File: config.mk
export PLATFORM = sky130hd
export DESIGN_NAME = trap_unit
export DESIGN_NICKNAME = d
export VERILOG_FILES = /design/src/rtl/trap_pkg.sv /design/src/rtl/trap_route.sv /design/src/rtl/trap_vec.sv /design/src/rtl/trap_state.sv /design/src/rtl/trap_unit.sv
export SDC_FILE = /design/constraint.sdc
export NUM_CORES = 1
export LEC_CHECK = 0
export BUFFER_PORTS_ARGS = -buffer_cell sky130_fd_sc_hd__buf_2
export CAP_MARGIN = 5
export CORE_AREA = 2 2 150 152
export DETAILED_ROUTE_END_ITERATION = 10
export DIE_AREA = 0 0 152 154
export GPL_TIMING_DRIVEN = 0
export PLACE_DENSITY = 0.79
export REMOVE_ABC_BUFFERS = 1
export SETUP_SLACK_MARGIN = 0.2
export SYNTH_ARGS = -nofsm -noshare
export SYNTH_HDL_FRONTEND = slang
export SYNTH_HIERARCHICAL = 1
export SYNTH_SLANG_ARGS = --single-unit
File: constraint.sdc
create_clock -name clk_i -period 1.8 [get_ports clk_i]
set_input_delay 0.27 -clock clk_i [delete_from_list [all_inputs] [get_ports clk_i]]
set_output_delay 0.27 -clock clk_i [all_outputs]
set_load 0.1 [all_outputs]
File: src/rtl/trap_pkg.sv
package trap_pkg;
  localparam logic [1:0] PRV_U = 2'd0;
  localparam logic [1:0] PRV_S = 2'd1;
  localparam logic [1:0] PRV_M = 2'd3;
  localparam int unsigned BRK_CODE = 3;

  typedef struct packed {
    logic [1:0] mpp;
    logic       spp;
    logic       mpie;
    logic       spie;
    logic       mie;
    logic       sie;
  } stat_t;

  typedef enum logic [1:0] {
    RT_DBG_ROM,
    RT_DBG_ENTER,
    RT_SUPER,
    RT_MACHINE
  } route_e;
endpackage

File: src/rtl/trap_route.sv
module trap_route
  import trap_pkg::*;
#(
  parameter int unsigned XLEN = 32
) (
  input  logic [XLEN-1:0] cause_i,
  input  logic [1:0]      priv_i,
  input  logic            in_debug_i,
  input  logic [2:0]      ebreak_en_i,
  input  logic [XLEN-1:0] medeleg_i,
  input  logic [XLEN-1:0] mideleg_i,
  output route_e          route_o,
  output logic            is_intr_o,
  output logic            is_brk_o,
  output logic [XLEN-2:0] idx_o
);
  localparam int unsigned IDXW = $clog2(XLEN);

  logic [XLEN-1:0] mask;
  logic            brk_en;
  logic            deleg;

  assign is_intr_o = cause_i[XLEN-1];
  assign idx_o     = cause_i[XLEN-2:0];
  assign is_brk_o  = !is_intr_o && (idx_o == (XLEN-1)'(BRK_CODE));
  assign mask      = is_intr_o ? mideleg_i : medeleg_i;

  always_comb begin
    case (priv_i)
      PRV_U:   brk_en = ebreak_en_i[0];
      PRV_S:   brk_en = ebreak_en_i[1];
      PRV_M:   brk_en = ebreak_en_i[2];
      default: brk_en = 1'b0;
    endcase
  end

  assign deleg = (priv_i <= PRV_S) && (idx_o < (XLEN-1)'(XLEN)) && mask[idx_o[IDXW-1:0]];

  always_comb begin
    if (in_debug_i)               route_o = RT_DBG_ROM;
    else if (is_brk_o && brk_en)  route_o = RT_DBG_ENTER;
    else if (deleg)               route_o = RT_SUPER;
    else                          route_o = RT_MACHINE;
  end
endmodule

File: src/rtl/trap_vec.sv
module trap_vec
  import trap_pkg::*;
#(
  parameter int unsigned     XLEN      = 32,
  parameter logic [XLEN-1:0] DBG_ENTRY = 'h800,
  parameter logic [XLEN-1:0] DBG_TVEC  = 'h808
) (
  input  route_e          route_i,
  input  logic            is_intr_i,
  input  logic            is_brk_i,
  input  logic [XLEN-2:0] idx_i,
  input  logic [XLEN-1:0] stvec_i,
  input  logic [XLEN-1:0] mtvec_i,
  output logic [XLEN-1:0] pc_o
);
  logic [XLEN-1:0] m_base;
  logic [XLEN-1:0] m_off;

  assign m_base = {mtvec_i[XLEN-1:1], 1'b0};
  assign m_off  = (mtvec_i[0] && is_intr_i) ? {idx_i[XLEN-3:0], 2'b00} : '0;

  always_comb begin
    case (route_i)
      RT_DBG_ROM:   pc_o = is_brk_i ? DBG_ENTRY : DBG_TVEC;
      RT_DBG_ENTER: pc_o = DBG_ENTRY;
      RT_SUPER:     pc_o = stvec_i;
      default:      pc_o = m_base + m_off;
    endcase
  end
endmodule

File: src/rtl/trap_state.sv
module trap_state
  import trap_pkg::*;
(
  input  route_e     route_i,
  input  logic [1:0] priv_i,
  input  stat_t      stat_i,
  input  logic       addr_vld_i,
  output logic [1:0] priv_o,
  output stat_t      stat_o,
  output logic       s_we_o,
  output logic       s_addr_we_o,
  output logic       m_we_o,
  output logic       m_addr_we_o,
  output logic       dbg_we_o,
  output logic       resv_clr_o
);
  always_comb begin
    priv_o      = priv_i;
    stat_o      = stat_i;
    s_we_o      = 1'b0;
    s_addr_we_o = 1'b0;
    m_we_o      = 1'b0;
    m_addr_we_o = 1'b0;
    dbg_we_o    = 1'b0;
    resv_clr_o  = 1'b0;
    case (route_i)
      RT_DBG_ENTER: begin
        priv_o   = PRV_M;
        dbg_we_o = 1'b1;
      end
      RT_SUPER: begin
        priv_o      = PRV_S;
        stat_o.spie = stat_i.sie;
        stat_o.spp  = priv_i[0];
        stat_o.sie  = 1'b0;
        s_we_o      = 1'b1;
        s_addr_we_o = addr_vld_i;
        resv_clr_o  = 1'b1;
      end
      RT_MACHINE: begin
        priv_o      = PRV_M;
        stat_o.mpie = stat_i.mie;
        stat_o.mpp  = priv_i;
        stat_o.mie  = 1'b0;
        m_we_o      = 1'b1;
        m_addr_we_o = addr_vld_i;
        resv_clr_o  = 1'b1;
      end
      default: ;
    endcase
  end
endmodule

File: src/rtl/trap_unit.sv
module trap_unit
  import trap_pkg::*;
#(
  parameter int unsigned     XLEN      = 32,
  parameter logic [XLEN-1:0] DBG_ENTRY = 'h800,
  parameter logic [XLEN-1:0] DBG_TVEC  = 'h808
) (
  input  logic            clk_i,
  input  logic            rst_ni,
  input  logic            trap_valid_i,
  input  logic [XLEN-1:0] trap_cause_i,
  input  logic [XLEN-1:0] trap_epc_i,
  input  logic [XLEN-1:0] trap_addr_i,
  input  logic            trap_addr_vld_i,
  input  logic [1:0]      cur_priv_i,
  input  logic            in_debug_i,
  input  logic [6:0]      status_i,
  input  logic [2:0]      ebreak_en_i,
  input  logic [XLEN-1:0] medeleg_i,
  input  logic [XLEN-1:0] mideleg_i,
  input  logic [XLEN-1:0] stvec_i,
  input  logic [XLEN-1:0] mtvec_i,
  output logic            upd_o,
  output logic [XLEN-1:0] next_pc_o,
  output logic [1:0]      next_priv_o,
  output logic [6:0]      status_o,
  output logic            s_we_o,
  output logic            s_addr_we_o,
  output logic            m_we_o,
  output logic            m_addr_we_o,
  output logic            dbg_we_o,
  output logic [XLEN-1:0] epc_o,
  output logic [XLEN-1:0] cause_o,
  output logic [XLEN-1:0] addr_o,
  output logic [1:0]      prev_priv_o,
  output logic            resv_clr_o
);
  route_e          route;
  logic            is_intr, is_brk;
  logic [XLEN-2:0] idx;
  logic [XLEN-1:0] pc_d;
  logic [1:0]      priv_d;
  stat_t           stat_d;
  logic            s_we_d, s_awe_d, m_we_d, m_awe_d, d_we_d, resv_d;

  trap_route #(.XLEN(XLEN)) u_route (
    .cause_i     (trap_cause_i),
    .priv_i      (cur_priv_i),
    .in_debug_i  (in_debug_i),
    .ebreak_en_i (ebreak_en_i),
    .medeleg_i   (medeleg_i),
    .mideleg_i   (mideleg_i),
    .route_o     (route),
    .is_intr_o   (is_intr),
    .is_brk_o    (is_brk),
    .idx_o       (idx)
  );

  trap_vec #(.XLEN(XLEN), .DBG_ENTRY(DBG_ENTRY), .DBG_TVEC(DBG_TVEC)) u_vec (
    .route_i   (route),
    .is_intr_i (is_intr),
    .is_brk_i  (is_brk),
    .idx_i     (idx),
    .stvec_i   (stvec_i),
    .mtvec_i   (mtvec_i),
    .pc_o      (pc_d)
  );

  trap_state u_state (
    .route_i     (route),
    .priv_i      (cur_priv_i),
    .stat_i      (stat_t'(status_i)),
    .addr_vld_i  (trap_addr_vld_i),
    .priv_o      (priv_d),
    .stat_o      (stat_d),
    .s_we_o      (s_we_d),
    .s_addr_we_o (s_awe_d),
    .m_we_o      (m_we_d),
    .m_addr_we_o (m_awe_d),
    .dbg_we_o    (d_we_d),
    .resv_clr_o  (resv_d)
  );

  always_ff @(posedge clk_i or negedge rst_ni) begin
    if (!rst_ni) begin
      upd_o       <= 1'b0;
      s_we_o      <= 1'b0;
      s_addr_we_o <= 1'b0;
      m_we_o      <= 1'b0;
      m_addr_we_o <= 1'b0;
      dbg_we_o    <= 1'b0;
      resv_clr_o  <= 1'b0;
      next_pc_o   <= '0;
      next_priv_o <= PRV_M;
      status_o    <= '0;
      epc_o       <= '0;
      cause_o     <= '0;
      addr_o      <= '0;
      prev_priv_o <= PRV_M;
    end else begin
      upd_o       <= trap_valid_i;
      s_we_o      <= trap_valid_i && s_we_d;
      s_addr_we_o <= trap_valid_i && s_awe_d;
      m_we_o      <= trap_valid_i && m_we_d;
      m_addr_we_o <= trap_valid_i && m_awe_d;
      dbg_we_o    <= trap_valid_i && d_we_d;
      resv_clr_o  <= trap_valid_i && resv_d;
      if (trap_valid_i) begin
        next_pc_o   <= pc_d;
        next_priv_o <= priv_d;
        status_o    <= stat_d;
        epc_o       <= trap_epc_i;
        cause_o     <= trap_cause_i;
        addr_o      <= trap_addr_i;
        prev_priv_o <= cur_priv_i;
      end
    end
  end
endmodule

==> results.tsv, run 1 <==
metric	value	unit
syn_inst	761	
pre_cts_ws	-2.80	ns
grt_pass1_wl	45300	um
violations	setup timing	
r2r_cells	1	
clk_pin_slew	0.07	ns
cts_buffer_depth	2	
cts-htree-levels	4	
relSlewSlack	0.467	
cts_tree	done	
dieArea	0.0234	mm2
die_x	152	um
vias	8003	
worst-setup-path-type	input port to register	
period_needed	2.58	ns
overflow	0	
required	2.10	ns
endpoint_kind	register	
initial_utilization	0.413	
core	0.0217	mm2
cp.arrival	2.88	ns
dpl_cell_area	0.0109	mm2
grt_start_max_net_pins	79	
fillers	1736	
syn_to_final_growth	46.3	%
power	12600	uW
top_level_ports	387	
die_h	154	um
setup_ws	-0.776	ns
maxClockFrequency	388	MHz
ant_nets	0	
cts_sinks	146	
setup_viol	46	
grtUsageTotal	0.247	
syn_area	0.00895	mm2
fin_crit_sh	1.43	
gp_congestion	0.908	
multi_input_area	0.00541	mm2
seq_area	0.00366	mm2
yosysWarningCount	6	
path_max_fanout	5	
rsz0062_at_grt	true	
io_buffers	386	
num-nets-final	1440	
grt_pass1_vias	8209	
leakage	0.00640	uW
fin_util	0.604	
num_rows	54	
cellPowerDensity	959	mW/mm2
tightestPinTransition	0.800	ns
wl_per_cell	20.4	um
outcome	finished with violations	
synth_area_per_cell	11.8	um2
drive_gt1_frac	0.651	
dp_cells	1359	
dr.pass1.iters	5	
finalMaxSlewViolations	0	
finClkSkew	0	ns
ir_drop	0.000585	V
holdPathStages	2	
instances_no_fill	1469	
cts_buffers	17	
wl	29900	um
hold_path_class	input port to register	
viasPerCell	5.45	
critPathLaunchType	input port	
clock-root-buffer	clkbuf_16	
hpwl	20600	um
hold_viol_final	0	
final_cell_mix	buf_2 (371), dfrtp_1 (142), mux2_2 (89), mux2_4 (59), buf_4 (35)	
drcViolationCount	0	
final_common_cell	buf_2	
drt_iter0_drc	512	
design_area	0.0131	mm2
antenna_found_initial	8	
maxCapViolCount	0	
worstSkewPairLatency	0.42	ns
## worst max-delay path, stage by stage
cell	delay, ns
buf_16	0.10
mux4_2	0.51
mux4_2	0.46
mux2i_1	0.16
nand2_1	0.12
a41oi_4	0.18
buf_12	0.17
buf_8	0.12
buf_12	0.10
buf_16	0.11
mux2i_2	0.22
a21oi_1	0.10
mux2_4	0.26
## cell type report
cell class,instances,area share
diodes,7,0.00134
clock buffers,21,0.0344
clock inverters,11,0.0118
inverters,10,0.00315
multi-input cells,535,0.413
flip-flops and latches,146,0.279
well taps,280,0.0268
repair buffers,459,0.230
## power breakdown
| group | total (uW) | switching (uW) | leakage (uW) | internal [uW] |
|---|---|---|---|---|
| logic | 5080 | 3660 | 0.00436 | 1410 |
| registers | 3800 | 171 | 0.00175 | 3620 |
| clock network | 3690 | 1450 | 0.000298 | 2240 |
| total | 12600 | 5280 | 0.00640 | 7280 |
## final timing paths
check | start | slack [ns] | to
hold / removal | trap_addr_i[13] | 0.08 | addr_o[13]$_DFFE_PN0P_
max in group asynchronous | rst_ni | 0.55 | addr_o[25]$_DFFE_PN0P_
min in group asynchronous | rst_ni | 0.40 | cause_o[17]$_DFFE_PN0P_
setup / recovery | trap_cause_i[31] | -0.78 | next_pc_o[3]$_DFFE_PN0P_
setup reg to reg | cause_o[8]$_DFFE_PN0P_ | 0.98 | cause_o[8]$_DFFE_PN0P_
hold reg to reg | epc_o[18]$_DFFE_PN0P_ | 0.50 | epc_o[18]$_DFFE_PN0P_
## registers in the layout, summed over array words and instances (netlist names)
signal / count
addr_o: 32
cause_o: 32
dbg_we_o: 1
epc_o: 32
m_addr_we_o: 1
m_we_o: 1
next_pc_o: 32
next_priv_o: 2
prev_priv_o: 2
resv_clr_o: 1
s_addr_we_o: 1
s_we_o: 1
status_o: 7
upd_o: 1
## per-stage QoR
step           setup TNS, ns  hold slack, ns
2_1_floorplan         -92.18         -0.0256
4_1_cts               -26.42          0.0573
3_5_place_dp          -96.80           0.308
6_report              -29.45          0.0767
3_3_place_gp         -593.50           0.484
5_1_grt               -33.06          0.0629
## layer usage
metal	track usage	part of all wire
met1	0.316	0.41
met2	0.408	0.49
met3	0.0586	0.067
met4	0.0926	0.031
met5	0	0.00043
## repair_timing
action                                 4_1_cts  5_1_grt
setup buffers                               46       16
setup endpoints to repair                   51       47
pin swaps                                   59       37
gates resized for setup                    151       64
endpoints found under the hold margin       64        0
hold buffers                                 1        0
cloned                                       6        2
(Power assumes the default switching activity.)
==> run 2, diff against run 1 <==
--- a/config.mk
+++ b/config.mk
@@ -5,16 +5,18 @@
 export SDC_FILE = /design/constraint.sdc
 export NUM_CORES = 1
 export LEC_CHECK = 0
+export ABC_AREA = 0
 export BUFFER_PORTS_ARGS = -buffer_cell sky130_fd_sc_hd__buf_2
 export CAP_MARGIN = 5
 export CORE_AREA = 2 2 150 152
 export DETAILED_ROUTE_END_ITERATION = 10
 export DIE_AREA = 0 0 152 154
 export GPL_TIMING_DRIVEN = 0
-export PLACE_DENSITY = 0.79
+export PLACE_DENSITY_LB_ADDON = 0.3
 export REMOVE_ABC_BUFFERS = 1
 export SETUP_SLACK_MARGIN = 0.2
 export SYNTH_ARGS = -nofsm -noshare
 export SYNTH_HDL_FRONTEND = slang
 export SYNTH_HIERARCHICAL = 1
 export SYNTH_SLANG_ARGS = --single-unit
+export TNS_END_PERCENT = 10
==> results.tsv, run 2 (synthesis gave the netlist of run 1 again) <==
metric	value	unit	change
outcome	finished with violations		unchanged
violations	setup timing		unchanged
num_rows	54		unchanged
switching_share	0.434		was 0.420
cts_buffer_depth	2		unchanged
dieArea	0.0234	mm2	unchanged
worstSkewPairLatency	0.42	ns	about the same
ir_drop	0.000646	V	was 0.000585 V
cts-htree-levels	4		unchanged
io_buffers	386		unchanged
p_seq_frac	0.313		was 0.302
maxClockFrequency	390	MHz	was 388 MHz
relSlewSlack	0.602		was 0.467
gp_congestion	0.894		was 0.908
overflow	0		unchanged
clk_pin_slew	0.07	ns	about the same
finalMaxSlewViolations	0		unchanged
final_common_cell	buf_2		unchanged
grt_pass1_wl	43200	um	was 45300 um
antenna_found_initial	6		was 8
p_comb_frac	0.395		was 0.404
instances_no_fill	1422		was 1469
cts_buffers	17		unchanged
viasPerCell	5.22		was 5.45
top_level_ports	387		unchanged
die_x	152	um	unchanged
dpl_cell_area	0.0109	mm2	about the same
dr.pass1.iters	4		was 5
syn_to_final_growth	34.8	%	was 46.3%
drt_iter0_drc	425		was 512
r2r_start	status_o[1]$_DFFE_PN0P_		was cause_o[8]$_DFFE_PN0P_
tightestPinTransition	0.596	ns	was 0.800 ns
hpwl	20500	um	was 20600 um
finClkSkew	0	ns	unchanged
ant_nets	0		unchanged
fillers	1931		was 1736
hold_path_class	input port to register		unchanged
maxCapViolCount	0		unchanged
fin_crit_sh	1.42		was 1.43
core	0.0217	mm2	unchanged
grt_start_max_net_pins	90		was 79
drive_gt1_frac	0.587		was 0.651
required	2.16	ns	was 2.10 ns
period_needed	2.56	ns	was 2.58 ns
worstHoldEndpoint	addr_o[25]$_DFFE_PN0P_		was addr_o[13]$_DFFE_PN0P_
final_cell_mix	buf_2 (375), dfrtp_1 (142), mux2_2 (96), mux2_4 (52), nand2_1 (40)		was buf_2 (371), dfrtp_1 (142), mux2_2 (89), mux2_4 (59), buf_4 (35)
setup_ws	-0.763	ns	was -0.776 ns
endpoint_kind	register		unchanged
num-nets-final	1394		was 1440
seq_area	0.00366	mm2	unchanged
design_area	0.0121	mm2	was 0.0131 mm2
wl	27700	um	was 29900 um
die_h	154	um	unchanged
vias	7416		was 8003
drcViolationCount	0		unchanged
multi_input_area	0.00501	mm2	was 0.00541 mm2
cellPowerDensity	1000	mW/mm2	was 959 mW/mm2
r2r_slack	1.01	ns	was 0.98 ns
grtUsageTotal	0.234		was 0.247
cts_sinks	146		unchanged
cp.arrival	2.93	ns	was 2.88 ns
rsz0062_at_grt	true		unchanged
clock-root-buffer	clkbuf_16		unchanged
setup_viol	46		unchanged
hold_path_startpoint	trap_addr_i[25]		was trap_addr_i[13]
dp_cells	1359		unchanged
holdPathStages	2		unchanged
r2r_cells	1		unchanged
cts_tree	done		unchanged
path_max_fanout	5		unchanged
wl_per_cell	19.5	um	was 20.4 um
p_int	6840	uW	was 7280 uW
initial_utilization	0.413		unchanged
critPathLaunchType	input port		unchanged
reg2reg_to	status_o[1]$_DFFE_PN0P_		was cause_o[8]$_DFFE_PN0P_
grt_pass1_vias	7768		was 8209
power_frac_clock	0.292		was 0.294
fin_util	0.557		was 0.604
worst-setup-path-type	input port to register		unchanged
switchingPower	5250	uW	was 5280 uW
leakage	0.00599	uW	was 0.00640 uW
hold_viol_final	0		unchanged
[run 2: per-layer routing]
| metal | global-route usage | part of all wire | vias up |
|---|---|---|---|
| li1 | - | - | 3509 |
| met1 | 0.309 | 0.45 | 3635 |
| met2 | 0.387 | 0.48 | 231 |
| met3 | 0.0488 | 0.046 | 41 |
| met4 | 0.0765 | 0.027 | 0 |
| met5 | 0 | 0 | - |
[run 2: timing repair]
action                                  4_1_cts  5_1_grt
buffers inserted                             18        0
hold endpoints to repair                     55        0
endpoints found under the setup margin       51       46
pin swaps                                    29        0
cloned                                        6        0
hold buffers                                  1        0
gates resized for setup                      77        7
[run 2: power groups by stage]
| stage | combinational (uW) | clock, uW | sequential [uW] |
|---|---|---|---|
| after global routing | 4970 | 3760 | 3830 |
| after floorplan | 986 | 0 | 6340 |
| final | 4770 | 3520 | 3790 |
| after global placement | 4580 | 0 | 3830 |
| after CTS | 4770 | 3620 | 3790 |
| after detailed placement | 4600 | 0 | 3840 |
[run 2: final cells by class]
cell class	count	share of cell area
Timing Repair Buffer	413	0.200
Clock inverter	14	0.0118
Inverter	10	0.00342
Sequential cell	146	0.303
Multi-Input combinational cell	535	0.415
Antenna cell	6	0.00124
Tap cell	280	0.0290
Clock buffer	18	0.0364
[run 2: worst max-delay path, cell delays in order]
cell,delay [ns]
buf_16,0.10
mux4_2,0.52
mux4_2,0.46
mux2i_1,0.15
nand2_1,0.10
a41oi_4,0.24
buf_16,0.18
nand2_8,0.08
nor2_4,0.11
or4b_1,0.44
nand3_1,0.11
mux2_4,0.14
[run 2: through the flow]
step	setup TNS, ns	setup slack [ns]	power (uW)	hold WS, ns
finish	-27.57	-0.763	12100	0.0706
global route	-30.99	-0.829	12600	0.0470
CTS	-26.72	-0.735	12200	0.0544
detailed placement	-94.19	-2.77	8440	0.287
global placement	-627.16	-5.38	8400	0.485
floorplan	-92.18	-2.68	7320	-0.0256
[run 2: how the worst max path moves through the flow]
stage | from | to
floorplan | trap_cause_i[31] | next_pc_o[27]$_DFFE_PN0P_
global placement | trap_cause_i[31] | next_pc_o[27]$_DFFE_PN0P_
detailed placement | trap_cause_i[31] | next_pc_o[27]$_DFFE_PN0P_
CTS | trap_cause_i[31] | next_pc_o[27]$_DFFE_PN0P_
global route | trap_cause_i[31] | next_pc_o[27]$_DFFE_PN0P_
finish | trap_cause_i[31] | next_pc_o[27]$_DFFE_PN0P_
